## config.mk

```make
export PLATFORM = sky130hd
export DESIGN_NAME = efuse_rd_seq
export DESIGN_NICKNAME = d
export VERILOG_FILES = /design/src/rtl/efuse_rd_pkg.sv /design/src/rtl/efuse_gap_timer.sv /design/src/rtl/efuse_ctrl_pack.sv /design/src/rtl/efuse_rd_seq.sv
export SDC_FILE = /design/constraint.sdc
export NUM_CORES = 1
export LEC_CHECK = 0
export CAP_MARGIN = 25
export CORE_MARGIN = 10
export CORE_UTILIZATION = 50
export DETAILED_ROUTE_END_ITERATION = 8
export PLACE_DENSITY_LB_ADDON = 0.2
export SLEW_MARGIN = 20
export SYNTH_ARGS = -nofsm -noshare
export SYNTH_HDL_FRONTEND = slang
export SYNTH_SLANG_ARGS = --single-unit
export TNS_END_PERCENT = 10
```

## constraint.sdc

```tcl
create_clock -name clk_i -period 2.4 [get_ports clk_i]
set_input_delay 0.36 -clock clk_i [delete_from_list [all_inputs] [get_ports clk_i]]
set_output_delay 0.36 -clock clk_i [all_outputs]
set_load 0.02 [all_outputs]
```

## src/rtl/efuse_rd_pkg.sv

```systemverilog
package efuse_rd_pkg;
  localparam int CTRL_W   = 16;
  localparam int ADDR_W   = 10;
  localparam int DATA_W   = 8;
  localparam int CSB_BIT  = 0;
  localparam int STRB_BIT = 1;
  localparam int LOAD_BIT = 2;
  localparam int PGENB_BIT = 3;
  localparam int ADDR_LSB = 6;

  typedef enum logic [2:0] {
    ST_IDLE,
    ST_OPEN,
    ST_ADDR,
    ST_STRB,
    ST_REL
  } seq_st_e;
endpackage

```

## src/rtl/efuse_gap_timer.sv

```systemverilog
module efuse_gap_timer #(
  parameter int GAP = 50
) (
  input  logic clk_i,
  input  logic rst_ni,
  input  logic load_i,
  output logic expire_o
);
  localparam int TW = (GAP > 1) ? $clog2(GAP) : 1;

  logic [TW-1:0] cnt_q;

  always_ff @(posedge clk_i or negedge rst_ni) begin
    if (!rst_ni)                 cnt_q <= '0;
    else if (load_i)             cnt_q <= TW'(GAP - 1);
    else if (cnt_q != '0)        cnt_q <= cnt_q - 1'b1;
  end

  assign expire_o = (cnt_q == '0);
endmodule

```

## src/rtl/efuse_ctrl_pack.sv

```systemverilog
module efuse_ctrl_pack
  import efuse_rd_pkg::*;
(
  input  logic              clk_i,
  input  logic              rst_ni,
  input  seq_st_e           st_nxt_i,
  input  logic [ADDR_W-1:0] addr_nxt_i,
  output logic [CTRL_W-1:0] ctrl_o
);
  logic [CTRL_W-1:0] word_d;

  always_comb begin
    word_d = '0;
    word_d[PGENB_BIT] = 1'b1;  // programming always disabled
    unique case (st_nxt_i)
      ST_IDLE: word_d[CSB_BIT] = 1'b1;
      ST_OPEN: word_d[LOAD_BIT] = 1'b1;
      ST_ADDR, ST_REL: begin
        word_d[LOAD_BIT] = 1'b1;
        word_d[ADDR_LSB +: ADDR_W] = addr_nxt_i;
      end
      ST_STRB: begin
        word_d[LOAD_BIT] = 1'b1;
        word_d[STRB_BIT] = 1'b1;
        word_d[ADDR_LSB +: ADDR_W] = addr_nxt_i;
      end
      default: word_d[CSB_BIT] = 1'b1;
    endcase
  end

  always_ff @(posedge clk_i or negedge rst_ni) begin
    if (!rst_ni) ctrl_o <= CTRL_W'((1 << PGENB_BIT) | (1 << CSB_BIT));
    else         ctrl_o <= word_d;
  end
endmodule

```

## src/rtl/efuse_rd_seq.sv

```systemverilog
module efuse_rd_seq
  import efuse_rd_pkg::*;
#(
  parameter int CLK_FREQ_HZ = 50_000_000,
  parameter int CNT_W       = 11
) (
  input  logic              clk_i,
  input  logic              rst_ni,
  input  logic              start_i,
  input  logic [9:0]        start_addr_i,
  input  logic [CNT_W-1:0]  byte_cnt_i,
  input  logic              wr_req_i,
  output logic              wr_ack_o,
  output logic [15:0]       fuse_ctrl_o,
  input  logic [7:0]        fuse_dout_i,
  output logic              busy_o,
  output logic              done_o,
  output logic              rd_vld_o,
  output logic [7:0]        rd_data_o,
  output logic [9:0]        rd_addr_o
);
  localparam int GAP = (CLK_FREQ_HZ + 999_999) / 1_000_000;
  localparam int GAP_EFF = (GAP < 1) ? 1 : GAP;

  seq_st_e           st_q, st_d;
  logic [ADDR_W-1:0] addr_q, addr_d;
  logic [CNT_W-1:0]  left_q, left_d;
  logic              expire, tmr_load;

  always_comb begin
    st_d   = st_q;
    addr_d = addr_q;
    left_d = left_q;
    unique case (st_q)
      ST_IDLE: if (start_i) begin
        st_d   = ST_OPEN;
        addr_d = start_addr_i;
        left_d = byte_cnt_i;
      end
      ST_OPEN: if (expire) st_d = (left_q == '0) ? ST_IDLE : ST_ADDR;
      ST_ADDR: if (expire) st_d = ST_STRB;
      ST_STRB: if (expire) st_d = ST_REL;
      ST_REL:  if (expire) begin
        left_d = left_q - 1'b1;
        if (left_q == CNT_W'(1)) st_d = ST_IDLE;
        else begin
          st_d   = ST_ADDR;
          addr_d = addr_q + 1'b1;  // wraps modulo 1024
        end
      end
      default: st_d = ST_IDLE;
    endcase
  end

  assign tmr_load = (st_d != st_q) && (st_d != ST_IDLE);

  always_ff @(posedge clk_i or negedge rst_ni) begin
    if (!rst_ni) begin
      st_q      <= ST_IDLE;
      addr_q    <= '0;
      left_q    <= '0;
      done_o    <= 1'b0;
      rd_vld_o  <= 1'b0;
      rd_data_o <= '0;
      rd_addr_o <= '0;
      wr_ack_o  <= 1'b0;
    end else begin
      st_q     <= st_d;
      addr_q   <= addr_d;
      left_q   <= left_d;
      done_o   <= (st_q != ST_IDLE) && (st_d == ST_IDLE);
      rd_vld_o <= (st_q == ST_STRB) && expire;
      if ((st_q == ST_STRB) && expire) begin
        rd_data_o <= fuse_dout_i;
        rd_addr_o <= addr_q;
      end
      wr_ack_o <= wr_req_i;  // read-only: accept and drop
    end
  end

  assign busy_o = (st_q != ST_IDLE);

  efuse_gap_timer #(.GAP(GAP_EFF)) u_gap (
    .clk_i    (clk_i),
    .rst_ni   (rst_ni),
    .load_i   (tmr_load),
    .expire_o (expire)
  );

  efuse_ctrl_pack u_pack (
    .clk_i      (clk_i),
    .rst_ni     (rst_ni),
    .st_nxt_i   (st_d),
    .addr_nxt_i (addr_d),
    .ctrl_o     (fuse_ctrl_o)
  );
endmodule

```

==> flow_summary_export.csv, run 1 <==
group,metric,value,unit
grt,grt_pass1_vias,2845,
synth,synth_compound_area_share,19.4,%
placed_design,gp_congestion,0.869,
die,rows,29,
power,p_leak,1.83,nW
critical_path,reg2reg_slack,0.15,ns
finish,multiInputGateArea,1560,µm²
cts,clockBufferDepth,2,
cts,clk_latency,0.35,ns
sta,slew_headroom,54.0,%
sta,hold_viol_final,0,
synth,seq_area_frac_synth,49.2,%
placed_design,detailed_place_hpwl,6.22,mm
critical_path,path_class,"reg2reg",
synth,syn_area_per_cell,9.42,µm²
synth,synth_top_area_share,48.4,%
finish,nNetsFinal,465,
route,drt_pre_antenna_iters,4,
sta,rsz0062_at_grt,"yes",
critical_path,worstPathRequired,2.69,ns
die,core_area,6350,µm²
synth,synth_cells,346,
synth,synth_most_common_cell,"dfrtp_1",
hold_path,hold_class,"in2reg",
route,wirelength,8.59,mm
sta,skew,0.00723,ns
synth,synth_xor_area_share,0.269,%
synth,yosysTopAreaCell,"dfrtp_1",
synth,synth-seq-cells,64,
die,fp.dieArea,10100,µm²
grt,overflow,0,
finish,fillCellCount,505,
die,start_util,51.3,%
finish,drive_gt1_share,14.8,%
synth,async_flop_share,100,%
route,wl_per_cell,16.9,µm
synth,synth.area.mux_share,3.34,%
critical_path,path_max_fanout,8,
run_status,status,"finished, final reports clean",
synth,synth_top_family_by_area,"simple AND/OR/NAND/NOR gates",
die,die_w,101,µm
sta,fmax,444,MHz
grt,antenna_found_initial,0,
sta,period_minus_slack,2.25,ns
sta,setup_viol,0,
finish,seq_area,1600,µm²
critical_path,slowest_delay,0.60,ns
sta,worst_pin_slew,0.685,ns
die,die-height,101,µm
sta,final_max_slew_viol_count,0,
grt,grt_use_total,17.2,%
route,routed_via_density,5.79,
placed_design,port_buffers,67,
finish,final_area,4360,µm²
synth,synth_cell_type_count,59,
placed_design,placed_cell_area,4090,µm²
die,ios,71,
job,cap_violations,0,
finish,area_growth_syn_to_layout,33.7,%
synth,netlist_area,3260,µm²
critical_path,worstPathArrival,2.54,ns
route,drc,0,
synth,synth_edf_count,0,
power,vdd_drop_max,0.662,mV
synth,synth_simple_gate_area_share,21.5,%
route,drt_iter0_drc,164,
sta,period_share,93.8,%
finish,diodes,0,
critical_path,worst-path-buf-inv,1,
cts,cts.clk_slew.worst_paths,0.07,ns
critical_path,end_kind,"flip-flop",
power,power_density,1030,nW/µm²
critical_path,cp_slowest_cell,"nor3_1",
cts,clkSinkCount,64,
critical_path,crit_path_start_kind,"flip-flop",
synth,synth.area.top_cells,"dfrtp_1 (48%), nand2_1 (5.3%), a21oi_1 (3.8%), nor2_1 (3.2%), o21ai_0 (2.9%)",
synth,yosysWarningCount,0,
cts,cts_root_buf,"clkbuf_8",
cts,cts-htree-levels,3,
critical_path,cp_top_family,"simple AND/OR/NAND/NOR gates",
grt,grt_max_degree,25,
synth,ys.flop_type,"dfrtp_1",
synth,netlist_top_cells_count,"dfrtp_1 (63), nand2_1 (46), nor2_1 (28)",
synth,synth_fa_ha_area_share,1.92,%
grt,grt_pass1_wl,14.1,mm
cts,cts_made_buffers,9,
sta,final.setup.tns,0,ns
cts,cts_setup_buffers,0,
route,dr_total_vias,2949,
cts,cts_tree,"yes",
route,postRouteAntennaNets,0,
critical_path,cp_cell_sequence,"inv_1 -> ha_1 -> nor3b_4 -> nand2_2 -> nor3_1 -> a221o_2 -> and2b_1",
-- per-stage QoR --
| stage | hold WS (ns) | worst slack, ns | total power [mW] | std cells | util, % |
|---|---|---|---|---|---|
| 2_1_floorplan | 0.0644 | 0.227 | 2.74 | 347 | - |
| 3_3_place_gp | 0.332 | 0.109 | 3.37 | 492 | 64.4 |
| 3_5_place_dp | 0.333 | 0.0523 | 3.41 | 492 | 64.4 |
| 4_1_cts | 0.447 | 0.0182 | 4.45 | 509 | 68.0 |
| 5_1_grt | 0.436 | -0.00633 | 4.78 | 509 | 68.6 |
| 6_report | 0.456 | 0.149 | 4.47 | 509 | 68.6 |
-- placed cells by master (no fill, tap or decap), types with 4 or more instances in the layout --
cell / synthesis / layout
clkdlybuf4s50_1: 0 / 66
dfrtp_1: 63 / 63
nand2_1: 46 / 45
nor2_1: 28 / 27
a21oi_1: 25 / 25
o21ai_0: 19 / 19
buf_4: 3 / 19
nor3_1: 15 / 14
inv_1: 13 / 13
clkbuf_8: 0 / 9
o22ai_1: 8 / 8
nand3_1: 7 / 7
mux2_2: 7 / 7
a211oi_1: 6 / 6
a22oi_1: 5 / 5
o2bb2ai_1: 5 / 5
ha_1: 5 / 5
nand4_1: 4 / 4
nand2b_1: 4 / 4
nor4_1: 4 / 4
-- final cells by class --
class                   count  share of cell area [%]
clock inverters             7                    2.21
multi-input cells         250                    35.9
inverters                  15                    1.29
clock buffers               9                    2.84
well taps                  77                    2.21
flip-flops and latches     64                    36.8
repair buffers             87                    18.8
-- what timing repair did --
item | in CTS | in global routing
endpoints found under the hold margin | 17 | 0
resized for setup | 0 | 9
endpoints found under the setup margin | 0 | 13
hold buffers | 1 | 0
-- registers in the layout, indices dropped and copies added, names as in the netlist --
register	flops
rd_data_o	8
rd_addr_o	10
left_q	11
done_o	1
rd_vld_o	1
st_q	3
wr_ack_o	1
addr_q	10
u_pack.ctrl_o	13
u_gap.cnt_q	6
-- report_power, final --
part	internal [mW]	total [mW]	switching, mW
clock	0.583	1.02	0.438
sequential	1.42	1.77	0.349
combinational	0.791	1.68	0.892
-- worst paths after layout --
| check | from | cells after the start | end |
|---|---|---|---|
| worst min-delay path | wr_req_i | 1 | wr_ack_o |
| worst max-delay path | u_gap.cnt_q[0] | 7 | u_pack.ctrl_o[7] |
| max in group asynchronous | rst_ni | 3 | left_q[10] |
| worst max register to register | u_gap.cnt_q[0] | 7 | u_pack.ctrl_o[7] |
| worst min register to register | rd_addr_o[2] | 2 | rd_addr_o[2] |
| min in group asynchronous | rst_ni | 2 | wr_ack_o |
-- logic make-up (layout without fill, tap and decap cells) --
| kind of cell | after synthesis | in the layout |
|---|---|---|
| XOR/XNOR | 1 | 1 |
| flip-flops | 64 | 64 |
| multiplexers | 10 | 10 |
| other | 2 | 3 |
| adder cells (fa/ha/maj) | 5 | 5 |
| AND/OR/NAND/NOR | 135 | 135 |
| AO/OA/AOI/OAI | 96 | 96 |
| buffers and inverters | 33 | 118 |
-- per-layer routing --
layer  up-vias  global-route usage, %  routed length (µm)
met4         0                   7.28                 116
li1       1408                      -                   -
met1      1413                   21.4                3610
met2       116                   27.3                4220
met5         -                      0                   0
met3        12                   4.87                 641
(Power assumes the default switching activity.)
==> run 2, diff against run 1 <==
--- a/config.mk
+++ b/config.mk
@@ -5,7 +5,6 @@
 export SDC_FILE = /design/constraint.sdc
 export NUM_CORES = 1
 export LEC_CHECK = 0
-export CAP_MARGIN = 25
 export CORE_MARGIN = 10
 export CORE_UTILIZATION = 50
 export DETAILED_ROUTE_END_ITERATION = 8
==> results of run 2 <==
Same layout as run 1: the final DEF is identical, and so are final timing and power.
